File: config.mk
export PLATFORM = sky130hd
export DESIGN_NAME = mau_top
export DESIGN_NICKNAME = d
export VERILOG_FILES = /design/src/rtl/mau_pkg.sv /design/src/rtl/mau_decode.sv /design/src/rtl/mau_alu.sv /design/src/rtl/mau_cond.sv /design/src/rtl/mau_top.sv
export SDC_FILE = /design/constraint.sdc
export NUM_CORES = 1
export LEC_CHECK = 0
export BUFFER_PORTS_ARGS = -buffer_cell sky130_fd_sc_hd__buf_2
export CORE_MARGIN = 3
export CORE_UTILIZATION = 39
export CTS_CLUSTER_DIAMETER = 30
export DETAILED_ROUTE_END_ITERATION = 6
export GPL_ROUTABILITY_DRIVEN = 0
export SKIP_CTS_REPAIR_TIMING = 1
export SLEW_MARGIN = 15
export SYNTH_ARGS = -nofsm -noshare
export SYNTH_HDL_FRONTEND = slang
export SYNTH_HIERARCHICAL = 1
export SYNTH_SLANG_ARGS = --single-unit
File: constraint.sdc
create_clock -name clk -period 10.7 [get_ports clk]
set_input_delay 0.535 -clock clk [delete_from_list [all_inputs] [get_ports clk]]
set_output_delay 0.535 -clock clk [all_outputs]
set_load 0.01 [all_outputs]
File: src/rtl/mau_pkg.sv
package mau_pkg;

    localparam int WIN_WORDS = 8;
    localparam int OFS_W     = $clog2(WIN_WORDS);
    localparam int TRUE_CODE = 2;

    typedef enum logic [OFS_W-1:0] {
        OP_LOAD = 3'd0,
        OP_SUBD = 3'd1,
        OP_SUBA = 3'd2,
        OP_ADD  = 3'd3,
        OP_XOR  = 3'd4,
        OP_AND  = 3'd5,
        OP_OR   = 3'd6,
        OP_SHR  = 3'd7
    } op_e;

    typedef struct packed {
        logic n;
        logic z;
        logic o;
        logic c;
    } flags_t;

    function automatic logic signed_ovf(input logic a_msb, input logic b_msb, input logic r_msb);
        return (a_msb == b_msb) && (r_msb != a_msb);
    endfunction

endpackage

File: src/rtl/mau_decode.sv
module mau_decode
    import mau_pkg::*;
#(
    parameter int ADDR_W = 16
) (
    input  logic [ADDR_W-1:0] addr,
    output logic              hit,
    output logic [OFS_W-1:0]  ofs
);
    localparam logic [ADDR_W-1:0] WIN_BASE = ~ADDR_W'(15);

    always_comb begin
        hit = (addr[ADDR_W-1:OFS_W] == WIN_BASE[ADDR_W-1:OFS_W]);
        ofs = addr[OFS_W-1:0];
    end
endmodule

File: src/rtl/mau_alu.sv
module mau_alu
    import mau_pkg::*;
#(
    parameter int DATA_W = 16
) (
    input  op_e               op,
    input  logic [DATA_W-1:0] acc,
    input  logic [DATA_W-1:0] data,
    output logic [DATA_W-1:0] res,
    output flags_t            flg
);
    localparam int MSB = DATA_W - 1;

    logic [DATA_W-1:0] opa, opb;
    logic              cin;
    logic [DATA_W:0]   sum;
    logic              arith;

    always_comb begin
        opa   = data;
        opb   = acc;
        cin   = 1'b0;
        arith = 1'b0;
        unique case (op)
            OP_SUBD: begin opa = acc;  opb = ~data; cin = 1'b1; arith = 1'b1; end
            OP_SUBA: begin opa = data; opb = ~acc;  cin = 1'b1; arith = 1'b1; end
            OP_ADD:  begin arith = 1'b1; end
            default: ;
        endcase
        sum = {1'b0, opa} + {1'b0, opb} + {{DATA_W{1'b0}}, cin};
    end

    always_comb begin
        flg = '0;
        unique case (op)
            OP_LOAD: res = data;
            OP_XOR:  res = data ^ acc;
            OP_AND:  res = data & acc;
            OP_OR:   res = data | acc;
            OP_SHR:  res = data >> 1;
            default: res = sum[DATA_W-1:0];
        endcase
        if (arith) begin
            flg.c = sum[DATA_W];
            flg.o = signed_ovf(opa[MSB], opb[MSB], res[MSB]);
        end else if (op == OP_SHR) begin
            flg.c = data[0];
        end
        flg.n = res[MSB];
        flg.z = (res == '0);
    end
endmodule

File: src/rtl/mau_cond.sv
module mau_cond
    import mau_pkg::*;
#(
    parameter int DATA_W = 16
) (
    input  flags_t            flg,
    input  logic [OFS_W-1:0]  sel,
    input  logic [DATA_W-1:0] acc,
    output logic [DATA_W-1:0] word
);
    logic [WIN_WORDS-1:0] cond_vec;

    always_comb begin
        cond_vec[0] = 1'b0;
        cond_vec[1] = flg.n;
        cond_vec[2] = flg.z;
        cond_vec[3] = flg.o;
        cond_vec[4] = flg.c;
        cond_vec[5] = flg.n ^ flg.o;
        cond_vec[6] = (flg.n ^ flg.o) | flg.z;
        cond_vec[7] = flg.c ^ ~flg.z;
    end

    always_comb begin
        if (sel == '0)
            word = acc;
        else
            word = cond_vec[sel] ? DATA_W'(TRUE_CODE) : '0;
    end
endmodule

File: src/rtl/mau_top.sv
module mau_top
    import mau_pkg::*;
#(
    parameter int ADDR_W = 16,
    parameter int DATA_W = 16
) (
    input  logic              clk,
    input  logic              rst,
    input  logic [ADDR_W-1:0] addr,
    input  logic              wr_en,
    input  logic              rd_en,
    input  logic [DATA_W-1:0] wdata,
    output logic [DATA_W-1:0] rdata
);
    logic              hit;
    logic [OFS_W-1:0]  ofs;
    logic [DATA_W-1:0] acc_q, alu_res, sel_word;
    flags_t            flg_q, alu_flg;

    mau_decode #(.ADDR_W(ADDR_W)) u_dec (
        .addr (addr),
        .hit  (hit),
        .ofs  (ofs)
    );

    mau_alu #(.DATA_W(DATA_W)) u_alu (
        .op   (op_e'(ofs)),
        .acc  (acc_q),
        .data (wdata),
        .res  (alu_res),
        .flg  (alu_flg)
    );

    mau_cond #(.DATA_W(DATA_W)) u_cond (
        .flg  (flg_q),
        .sel  (ofs),
        .acc  (acc_q),
        .word (sel_word)
    );

    always_ff @(posedge clk) begin
        if (rst) begin
            acc_q <= '0;
            flg_q <= '0;
        end else if (wr_en && hit) begin
            acc_q <= alu_res;
            flg_q <= alu_flg;
        end
    end

    always_comb begin
        rdata = (rd_en && hit) ? sel_word : '0;
    end

    AST_MISS_HOLD: assert property (@(posedge clk) disable iff (rst)
        (!(wr_en && hit)) |=> ($stable(acc_q) && $stable(flg_q)));
    AST_MISS_READ_ZERO: assert property (@(posedge clk) disable iff (rst)
        (rd_en && !hit) |-> (rdata == '0));
    AST_LOAD_VALUE: assert property (@(posedge clk) disable iff (rst)
        (wr_en && hit && ofs == '0) |=> (acc_q == $past(wdata)));
    AST_NZ_TRACK: assert property (@(posedge clk) disable iff (rst)
        (wr_en && hit) |=> (flg_q.z == (acc_q == '0) && flg_q.n == acc_q[DATA_W-1]));
    AST_LOGIC_CLEAR_OC: assert property (@(posedge clk) disable iff (rst)
        (wr_en && hit && (ofs == 3'd0 || ofs == 3'd4 || ofs == 3'd5 || ofs == 3'd6))
        |=> (!flg_q.o && !flg_q.c));
    AST_BOOL_CODE: assert property (@(posedge clk) disable iff (rst)
        (rd_en && hit && ofs != '0) |-> (rdata == '0 || rdata == DATA_W'(TRUE_CODE)));
    AST_IDLE_READ_ZERO: assert property (@(posedge clk) disable iff (rst)
        (!rd_en) |-> (rdata == '0));
    AST_RESET_CLEAR: assert property (@(posedge clk)
        rst |=> (acc_q == '0 && flg_q == '0));
endmodule

==> results of run 1 <==
final cells by class:
type | instances | area [µm²] | area share (%)
clock buffers | 4 | 55.1 | 1.24
multi-input cells | 468 | 3340 | 75.4
inverters | 42 | 158 | 3.56
well taps | 133 | 166 | 3.76
flip-flops and latches | 20 | 400 | 9.04
repair buffers | 58 | 308 | 6.95
cell families (layout without fill, tap and decap cells):
family / after synthesis / in the layout / share of synthesized area (%)
buffers and inverters: 86 / 104 / 9.20
AO/OA/AOI/OAI: 206 / 206 / 33.5
flip-flops: 20 / 20 / 9.75
AND/OR/NAND/NOR: 173 / 173 / 22.3
adder cells (fa/ha/maj): 49 / 49 / 15.1
XOR/XNOR: 9 / 9 / 1.92
multiplexers: 31 / 31 / 8.20
cell usage after synthesis, types with 13 or more instances:
| cell type | number |
|---|---|
| and2_1 | 17 |
| inv_1 | 42 |
| o21ai_0 | 65 |
| nand2_1 | 45 |
| mux2i_1 | 28 |
| and3_1 | 19 |
| a21oi_1 | 36 |
| o22ai_1 | 18 |
| a21bo_1 | 14 |
| ha_1 | 48 |
| clkbuf_1 | 20 |
| dfxtp_1 | 20 |
| a22oi_1 | 13 |
| nor2_1 | 28 |
| nand3_1 | 26 |
through the flow:
| stage | setup slack (ns) | cells |
|---|---|---|
| CTS | 5.56 | 725 |
| global placement | 5.41 | 721 |
| global route | 5.09 | 725 |
| detailed placement | 5.29 | 721 |
| floorplan | 5.41 | 574 |
| finish | 5.44 | 725 |
critical path, cell delays in order:
cell and delay (ns):
buf_2 0.28, inv_1 0.11, buf_4 0.33, nand2_1 0.46, nor2_2 0.19, buf_4 0.31
o21ai_0 0.14, ha_1 0.32, a31oi_1 0.20, fa_1 0.22, nor2b_1 0.08, o21bai_1 0.26
a21oi_1 0.17, or4_1 0.41, o21ai_0 0.11, xor2_1 0.20, a221oi_1 0.14, or4_1 0.56
nor4_2 0.14, nand3_1 0.09, a21oi_1 0.15
cells in the final DEF, fill, tap and decap left out, types with 3 or more instances in the layout:
cell	n
o21ai_0	65
buf_2	51
ha_1	48
nand2_1	45
inv_1	42
a21oi_1	36
mux2i_1	28
nor2_1	27
nand3_1	26
dfxtp_1	20
and3_1	19
o22ai_1	18
and2_1	17
a21bo_1	14
a22oi_1	13
a21oi_2	10
buf_4	7
nand2b_1	7
a21bo_2	6
xor2_1	6
clkbuf_8	4
nor3_1	4
a21o_1	4
nor2b_1	4
a31oi_1	4
o22a_1	4
nand4b_1	4
or2_2	3
xnor2_1	3
o21bai_1	3
a22o_1	3
o221ai_1	3
o21a_1	3
nand4_1	3
path summary, 6_finish.rpt:
check | startpoint | end | slack [ns] | cells past startpoint
worst max-delay path | addr[2] | flg_q[2] | 5.44 | 21
worst max register to register | acc_q[1] | flg_q[2] | 6.61 | 16
worst min-delay path | flg_q[0] | flg_q[0] | 0.60 | 2
worst min register to register | flg_q[0] | flg_q[0] | 0.60 | 2
sequential cells by signal, summed over array words and instances, names as in the netlist:
signal  cells
flg_q       4
acc_q      16
power by group through the flow:
stage / clock, mW / combinational (mW) / sequential, mW
after floorplan: 0 / 0.0973 / 0.0761
after global placement: 0 / 0.128 / 0.0761
after detailed placement: 0 / 0.131 / 0.0761
after CTS: 0.0606 / 0.131 / 0.0743
after global routing: 0.0660 / 0.148 / 0.0744
final: 0.0592 / 0.134 / 0.0743
layer usage:
metal / track usage [%] / wire length [µm] / up-vias
met3: 2.31 / 513 / 16
met5: 0 / 0 / -
li1: - / - / 2129
met1: 27.6 / 5550 / 2006
met2: 37.0 / 6200 / 132
met4: 4.24 / 193 / 0
==> metrics.md, run 1 <==
| Metric | Value |
|---|---|
| Clock latency on the worst-skew pair | roughly 0.26 ns |
| Worst Tran Pin Value | between 0.6 and 0.7 ns |
| CTS tree | yes |
| GRT Residual Overflow | 0 |
| Final Hold Fails | 0 |
| Boundary Pins | 52 |
| Crit path kind | input pin to flip-flop |
| Initial DRC Count | 350 |
| WL/cell | 17.2 µm |
| Seq/Total Area, Yosys | ~10% |
| ANT cells | 0 |
| Vias per inst | slightly below 6 |
| Crit path launch type | input pin |
| Fraction of layout cells with a size suffix above 1 | around 16% |
| Die width | 109 µm |
| Logic pwr share | about half |
| First-pass GRT wire length | around 20 mm |
| Status | finished clean |
| Setup violators final | 0 |
| Post-Route WL | about 12 mm |
| Max IR drop VDD | roughly 39 µV |
| Final core utilization | between 40% and 50% |
| Num Clock Sinks | 20 |
| Detailed Place HPWL | between 9 and 10 mm |
| Pleak | between 1.5 and 2 nW |
| Post-Place Cell Area | about 4400 µm² |
| PortBufs | between 50 and 60 |
| Max Root-Sink Buffers | 2 |
| Pwr Total | about 0.27 mW |
| Fin Setup TNS | 0 ns |
| #FFs+latches synth | 20 |
| Skew final | roughly 0.0049 ns |
| Core area | 10000 µm² |
| Switch Pwr | approximately 0.11 mW |
| Fmax | 190 MHz |
| Rows | 36 |
| Synthesized Nets | approximately 660 |
| Unrepaired setup endpoints after global routing | no |
| Final Cell Area | ~4400 µm² |
| Synth Area per Inst | 7.15 µm² |
| CTS clock-pin slew for the worst setup and hold paths | around 0.08 ns |
| Tcrit/Tclk final | between 40% and 50% |
| Worst hold slack | between 0.5 and 0.6 ns |
| Switching share of power | 40.9% |
| Pwr/cell area | slightly above 60 nW/µm² |
| CP max FO | 34 |
| Starting Density | 41.1% |
| Vias in the first global route | between 3000 and 4000 |
| Final Slew Violations | 0 |
| Top FF cell, synth | dfxtp_1 |
| Minimum clock period | roughly 5.3 ns |
| First-pass DRT Iterations | 5 |
| Filler instances | 1068 |
| Post-synth top area cell | ha_1 |
| Max Cap Viol | 0 |
| CTS root buffer | clkbuf_8 |
| Via Count | ~4300 |
| Critical Path Sink Type | flip-flop |
| Synthesis-to-finish area growth | 7.80% |
| Synth warn | 6 |
| Die Y-Extent | 109 µm |
| Distinct cells, synth | 65 |
| Initial antenna violation count | 0 |
| GRT Util Overall | about a fifth |
| Worst min path class | flip-flop to flip-flop |
| WP data required | between 10 and 15 ns |
| Post-synth EDFFs | 0 |
| Arrival @ worst endpoint | approximately 5.5 ns |
| Remaining DRCs | 0 |
| Clock power share | between 20 and 25% |
| H-Tree Depth | 1 |
| Cells after synthesis | between 500 and 600 |
| Detail Route Antenna Nets | 0 |
| Pin count of the biggest net entering global routing | 57 |
| Final #Nets | around 680 |
| Power Internal | between 0.15 and 0.2 mW |
| Synth top area share | between 10% and 20% |
| Die area | ~12000 µm² |
| Fraction of registers with async set or reset after synthesis | 0% |
| Cell Area, Synth | ~4100 µm² |
| Area contributors post-synth | ha_1, dfxtp_1, o21ai_0 |
| Relative slew slack | 53.9% |
| Num CTS Buffers | 3 |
| Sequential Power Share | between 20% and 30% |
Power figures use the tool's default switching activity.
==> inputs of run 2 (changes only) <==
Clock period 10.7 ns to 4.4 ns, I/O delays scaled along.
==> metrics.md, run 2 (synthesis results as in run 1) <==
| Metric | Value |
|---|---|
| Relative slew slack | 51.2% (was 53.9%) |
| Worst min path class | input pin to flip-flop (was flip-flop to flip-flop) |
| Vias in the first global route | 4277 (was 3987) |
| PortBufs | 51 (unchanged) |
| CTS tree | yes (unchanged) |
| Max Root-Sink Buffers | 2 (unchanged) |
| Setup violators final | 0 (unchanged) |
| Crit path kind | flip-flop to flip-flop (was input pin to flip-flop) |
| Most common cell after layout, fill and taps aside | o21ai_0 (unchanged) |
| Die Y-Extent | 109 µm (unchanged) |
| WL/cell | 17.9 µm (was 17.2 µm) |
| H-Tree Depth | 1 (unchanged) |
| Remaining DRCs | 0 (unchanged) |
| Crit path launch type | flip-flop (was input pin) |
| Initial antenna violation count | 0 (unchanged) |
| Detailed Place HPWL | 10.1 mm (was 9.13 mm) |
| Worst hold slack | 0.408 ns (was 0.597 ns) |
| Die width | 109 µm (unchanged) |
| Arrival @ worst endpoint | 4.26 ns (was 5.45 ns) |
| Post-Route WL | 13.2 mm (was 12.5 mm) |
| Setup WS pre-CTS | 0.291 ns (was 5.29 ns) |
| Initial DRC Count | 442 (was 350) |
| Top reg by flops | acc_q (unchanged) |
| Max IR drop VDD | 89.6 µV (was 38.7 µV) |
| Status | finished clean (unchanged) |
| GRT Util Overall | 22.1% (was 21.0%) |
| Max Cap Viol | 0 (unchanged) |
| Die area | 11800 µm² (unchanged) |
| WP data required | 4.59 ns (was 10.89 ns) |
| Number of flip-flops in the largest register | 16 (unchanged) |
| First-pass GRT wire length | 21.1 mm (was 20.2 mm) |
| Largest regs | acc_q (16), flg_q (4) (unchanged) |
| CP max FO | 6 (was 34) |
| Vias per inst | 6.03 (was 5.91) |
| Fin Setup TNS | 0 ns (unchanged) |
| CTS clock-pin slew for the worst setup and hold paths | 0.08 ns (about the same) |
| Starting Density | 41.1% (unchanged) |
| Commonest cells after routing, fill and taps aside | o21ai_0, buf_2, ha_1, nand2_1, inv_1 (unchanged) |
| Pleak | 1.99 nW (was 1.94 nW) |
| CTS root buffer | clkbuf_8 (unchanged) |
| First-pass DRT Iterations | 5 (unchanged) |
| Rows | 36 (unchanged) |
| Tcrit/Tclk final | approximately 92% |
| Pwr Total | 0.650 mW (was 0.267 mW) |
| Core area | 10000 µm² (unchanged) |
| Num Clock Sinks | 20 (unchanged) |
| Unrepaired setup endpoints after global routing | no (unchanged) |
| Pin count of the biggest net entering global routing | 57 (unchanged) |
| Final core utilization | 45.1% (was 44.3%) |
| Pwr/cell area | 144 nW/µm² (was 60.3 nW/µm²) |
| Final WS setup | 0.338 ns (was 5.44 ns) |
| Worst Tran Pin Value | 0.733 ns (was 0.692 ns) |
| Via Count | 4435 (was 4283) |
| Num CTS Buffers | 3 (unchanged) |
| Skew final | 0.00459 ns (was 0.00486 ns) |
| Final #Nets | 690 (was 678) |
| GRT Residual Overflow | 0 (unchanged) |
| Boundary Pins | 52 (unchanged) |
| Minimum clock period | 4.06 ns |
| Fraction of layout cells with a size suffix above 1 | 17.4% (was 15.5%) |
| ANT cells | 0 (unchanged) |
| Fmax | about 250 MHz |
| Final Slew Violations | 0 (unchanged) |
| Synthesis-to-finish area growth | 9.87% (was 7.80%) |
| Clock latency on the worst-skew pair | 0.26 ns (about the same) |
| Critical Path Sink Type | flip-flop (unchanged) |
| Final Hold Fails | 0 (unchanged) |
| Detail Route Antenna Nets | 0 (unchanged) |
-- run 2: layout make-up --
| class | instances | area (µm²) |
|---|---|---|
| inverters | 42 | 158 |
| multi-input cells | 468 | 3350 |
| repair buffers | 70 | 398 |
| well taps | 133 | 166 |
| clock buffers | 3 | 41.3 |
| flip-flops and latches | 20 | 402 |
| fillers | 1065 | 5490 |
-- run 2: critical path, stage by stage (launching register included) --
cell and delay, ns:
dfxtp_2 0.40, inv_1 0.11, o21ai_0 0.21, nor2_1 0.07
a211oi_1 0.32, ha_1 0.31, and2_1 0.15, a41o_1 0.24
or4b_4 0.53, a311oi_4 0.29, o21a_1 0.19, xor2_1 0.17
o21ai_1 0.10, or4_1 0.55, nor4_2 0.14, nand3_1 0.09
a21oi_1 0.14
-- run 2: layer usage --
layer | wire length, µm | track usage (%)
met1 | 5630 | 28.6
met3 | 852 | 3.26
met4 | 519 | 9.02
met5 | 0 | 0
met2 | 6150 | 36.7
-- run 2: final timing paths --
check	from	endpoint	slack [ns]	cells past startpoint
setup / recovery	acc_q[1]	flg_q[2]	0.34	16
hold / removal	wdata[2]	acc_q[2]	0.41	5
setup reg to reg	acc_q[1]	flg_q[2]	0.34	16
hold reg to reg	flg_q[0]	flg_q[0]	0.60	2
-- run 2: metrics by stage --
stage	cell area, µm²	cells
global placement	4470	733
detailed placement	4470	733
floorplan	4140	574
finish	4510	736
global route	4510	736
CTS	4510	736
-- run 2: power breakdown --
part,switching [mW],internal [mW],leakage [nW],total (mW)
clock,0.0656,0.0612,0.0216,0.127
sequential,0.0000178,0.181,0.162,0.181
combinational,0.210,0.132,1.81,0.342
==> inputs of run 3 (changes only) <==
Settings changed: PLACE_DENSITY from default to 0.71.
==> metrics.md, run 3 (synthesis results as in run 1) <==
| Metric | Value |
|---|---|
| Status | finished clean (unchanged) |
| Max stage delay on crit path | 0.47 ns (was 0.55 ns) |
| Top reg by flops | acc_q (unchanged) |
| Crit path launch type | input pin (was flip-flop) |
| Delay-heaviest family, CP | simple AND/OR/NAND/NOR gates (unchanged) |
| Relative slew slack | 50.1% (was 51.2%) |
| Arrival @ worst endpoint | 4.26 ns (about the same) |
| Via Count | 4447 (was 4435) |
| Boundary Pins | 52 (unchanged) |
| Fin Setup TNS | 0 ns (unchanged) |
| Max Root-Sink Buffers | 2 (unchanged) |
| Die width | 109 µm (unchanged) |
| Final #Nets | 687 (was 690) |
| Remaining DRCs | 0 (unchanged) |
| Max Cap Viol | 0 (unchanged) |
| Post-Place Cell Area | 4450 µm² (was 4470 µm²) |
| Tcrit/Tclk final | 92.5% (was 92.3%) |
| Die Y-Extent | 109 µm (unchanged) |
| Setup violators final | 0 (unchanged) |
| Max IR drop VDD | 115 µV (was 89.6 µV) |
| Detailed Place HPWL | 9.45 mm (was 10.1 mm) |
| Worst Tran Pin Value | 0.749 ns (was 0.733 ns) |
| GRT Util Overall | 20.4% (was 22.1%) |
| Pleak | 1.99 nW (about the same) |
| Vias in the first global route | 4012 (was 4277) |
| CTS clock-pin slew for the worst setup and hold paths | 0.09 ns (was 0.08 ns) |
| Unrepaired setup endpoints after global routing | no (unchanged) |
| CP Buf/Inv Count | 1 (unchanged) |
| Core area | 10000 µm² (unchanged) |
| Final Slew Violations | 0 (unchanged) |
| CTS tree | yes (unchanged) |
| Met2 usage | 35.3% (was 36.7%) |
| Fraction of layout cells with a size suffix above 1 | 17.3% (was 17.4%) |
| Rows | 36 (unchanged) |
| Fmax | 246 MHz (about the same) |
| Most common cell after layout, fill and taps aside | o21ai_0 (unchanged) |
| Die area | 11800 µm² (unchanged) |
| First-pass DRT Iterations | 5 (unchanged) |
| CP max-delay cell | or3b_2 (was or4_1) |
| Post-Route WL | 12.7 mm (was 13.2 mm) |
| GRT Residual Overflow | 0 (unchanged) |
| Skew final | 0.0131 ns (was 0.00459 ns) |
| Number of flip-flops in the largest register | 16 (unchanged) |
| Pwr Total | 0.706 mW (was 0.650 mW) |
| Vias per inst | 6.06 (was 6.03) |
| Num Clock Sinks | 20 (unchanged) |
| Initial antenna violation count | 0 (unchanged) |
| CP max FO | 16 (was 6) |
| Final Hold Fails | 0 (unchanged) |
| CP most frequent cell | o21ai_0 |
| First-pass GRT wire length | 19.7 mm (was 21.1 mm) |
| CTS root buffer | clkbuf_8 (unchanged) |
| Grt met1 use | 27.3% (was 28.6%) |
| H-Tree Depth | 1 (unchanged) |
| Starting Density | 41.1% (unchanged) |
| Minimum clock period | 4.07 ns (was 4.06 ns) |
| Synthesis-to-finish area growth | 10.2% (was 9.87%) |
| Crit path kind | input pin to flip-flop (was flip-flop to flip-flop) |
| Final Cell Area | 4530 µm² (was 4510 µm²) |
| PortBufs | 51 (unchanged) |
| Grt peak-use layer | met2 (unchanged) |
| Met3 Usage GRT | 2.43% (was 3.26%) |
| WL/cell | 17.4 µm (was 17.9 µm) |
| WP data required | 4.59 ns (about the same) |
| Critical Path Sink Type | flip-flop (unchanged) |
| Initial DRC Count | 406 (was 442) |
| Largest regs | acc_q (16), flg_q (4) (unchanged) |
| Crit-path cells | buf_2, or2_2, o21ai_0, mux2i_1, o21ai_0, ha_1, a31oi_1, fa_1, nor2b_1, o21ai_0, or3b_2, a21oi_1, o22ai_1, nor4b_2, nand4bb_1, or4_1, nor4_2, nand3_1, a21oi_1 (was inv_1, o21ai_0, nor2_1, a211oi_1, ha_1, and2_1, a41o_1, or4b_4, a311oi_4, o21a_1, xor2_1, o21ai_1, or4_1, nor4_2, nand3_1, a21oi_1) |
| Detail Route Antenna Nets | 0 (unchanged) |
| Clock latency on the worst-skew pair | 0.27 ns (was 0.26 ns) |
| Num CTS Buffers | 3 (unchanged) |
| Pwr/cell area | 156 nW/µm² (was 144 nW/µm²) |
| Commonest cells after routing, fill and taps aside | o21ai_0, buf_2, ha_1, nand2_1, inv_1 (unchanged) |
| Pin count of the biggest net entering global routing | 57 (unchanged) |
| Worst min path class | input pin to flip-flop (unchanged) |
| ANT cells | 0 (unchanged) |
run 3: changes by cell type in the layout (fill, tap and decap cells not counted), sizes merged:
| cell | before | now |
|---|---|---|
| buf | 70 | 67 |
| bufinv | 0 | 1 |
run 3: worst paths after layout:
| kind | end | slack, ns | from | cells past startpoint |
|---|---|---|---|---|
| worst max-delay path | flg_q[2] | 0.33 | addr[0] | 19 |
| worst min-delay path | acc_q[3] | 0.41 | rst | 2 |
| worst max register to register | flg_q[2] | 0.34 | acc_q[1] | 16 |
| worst min register to register | flg_q[0] | 0.61 | flg_q[0] | 2 |
run 3: report_power, final:
group	total, mW	internal [mW]	switching (mW)	leakage, nW
logic	0.334	0.130	0.205	1.80
registers	0.181	0.181	0.0000169	0.162
clock network	0.191	0.122	0.0690	0.0357
run 3: final cells by class:
class	instances	area [µm²]
repair buffers	67	375
well taps	133	166
clock inverters	1	30.0
clock buffers	3	41.3
inverters	42	158
flip-flops and latches	20	402
multi-input cells	468	3350
fillers	1008	5470
run 3: through the flow:
step	instances	worst slack, ns	hold slack [ns]	utilization, %
after global placement	730	0.204	0.579	44.5
after CTS	734	0.349	0.396	45.2
final	734	0.329	0.413	45.3
after global routing	734	0.00969	0.417	45.3
after detailed placement	730	0.102	0.593	44.5
after floorplan	574	0.0264	0.507	-
run 3: metal layers:
metal | wire [µm] | up-vias
li1 | - | 2141
met1 | 5420 | 2086
met2 | 6130 | 190
met3 | 960 | 30
met4 | 244 | 0
met5 | 0 | -
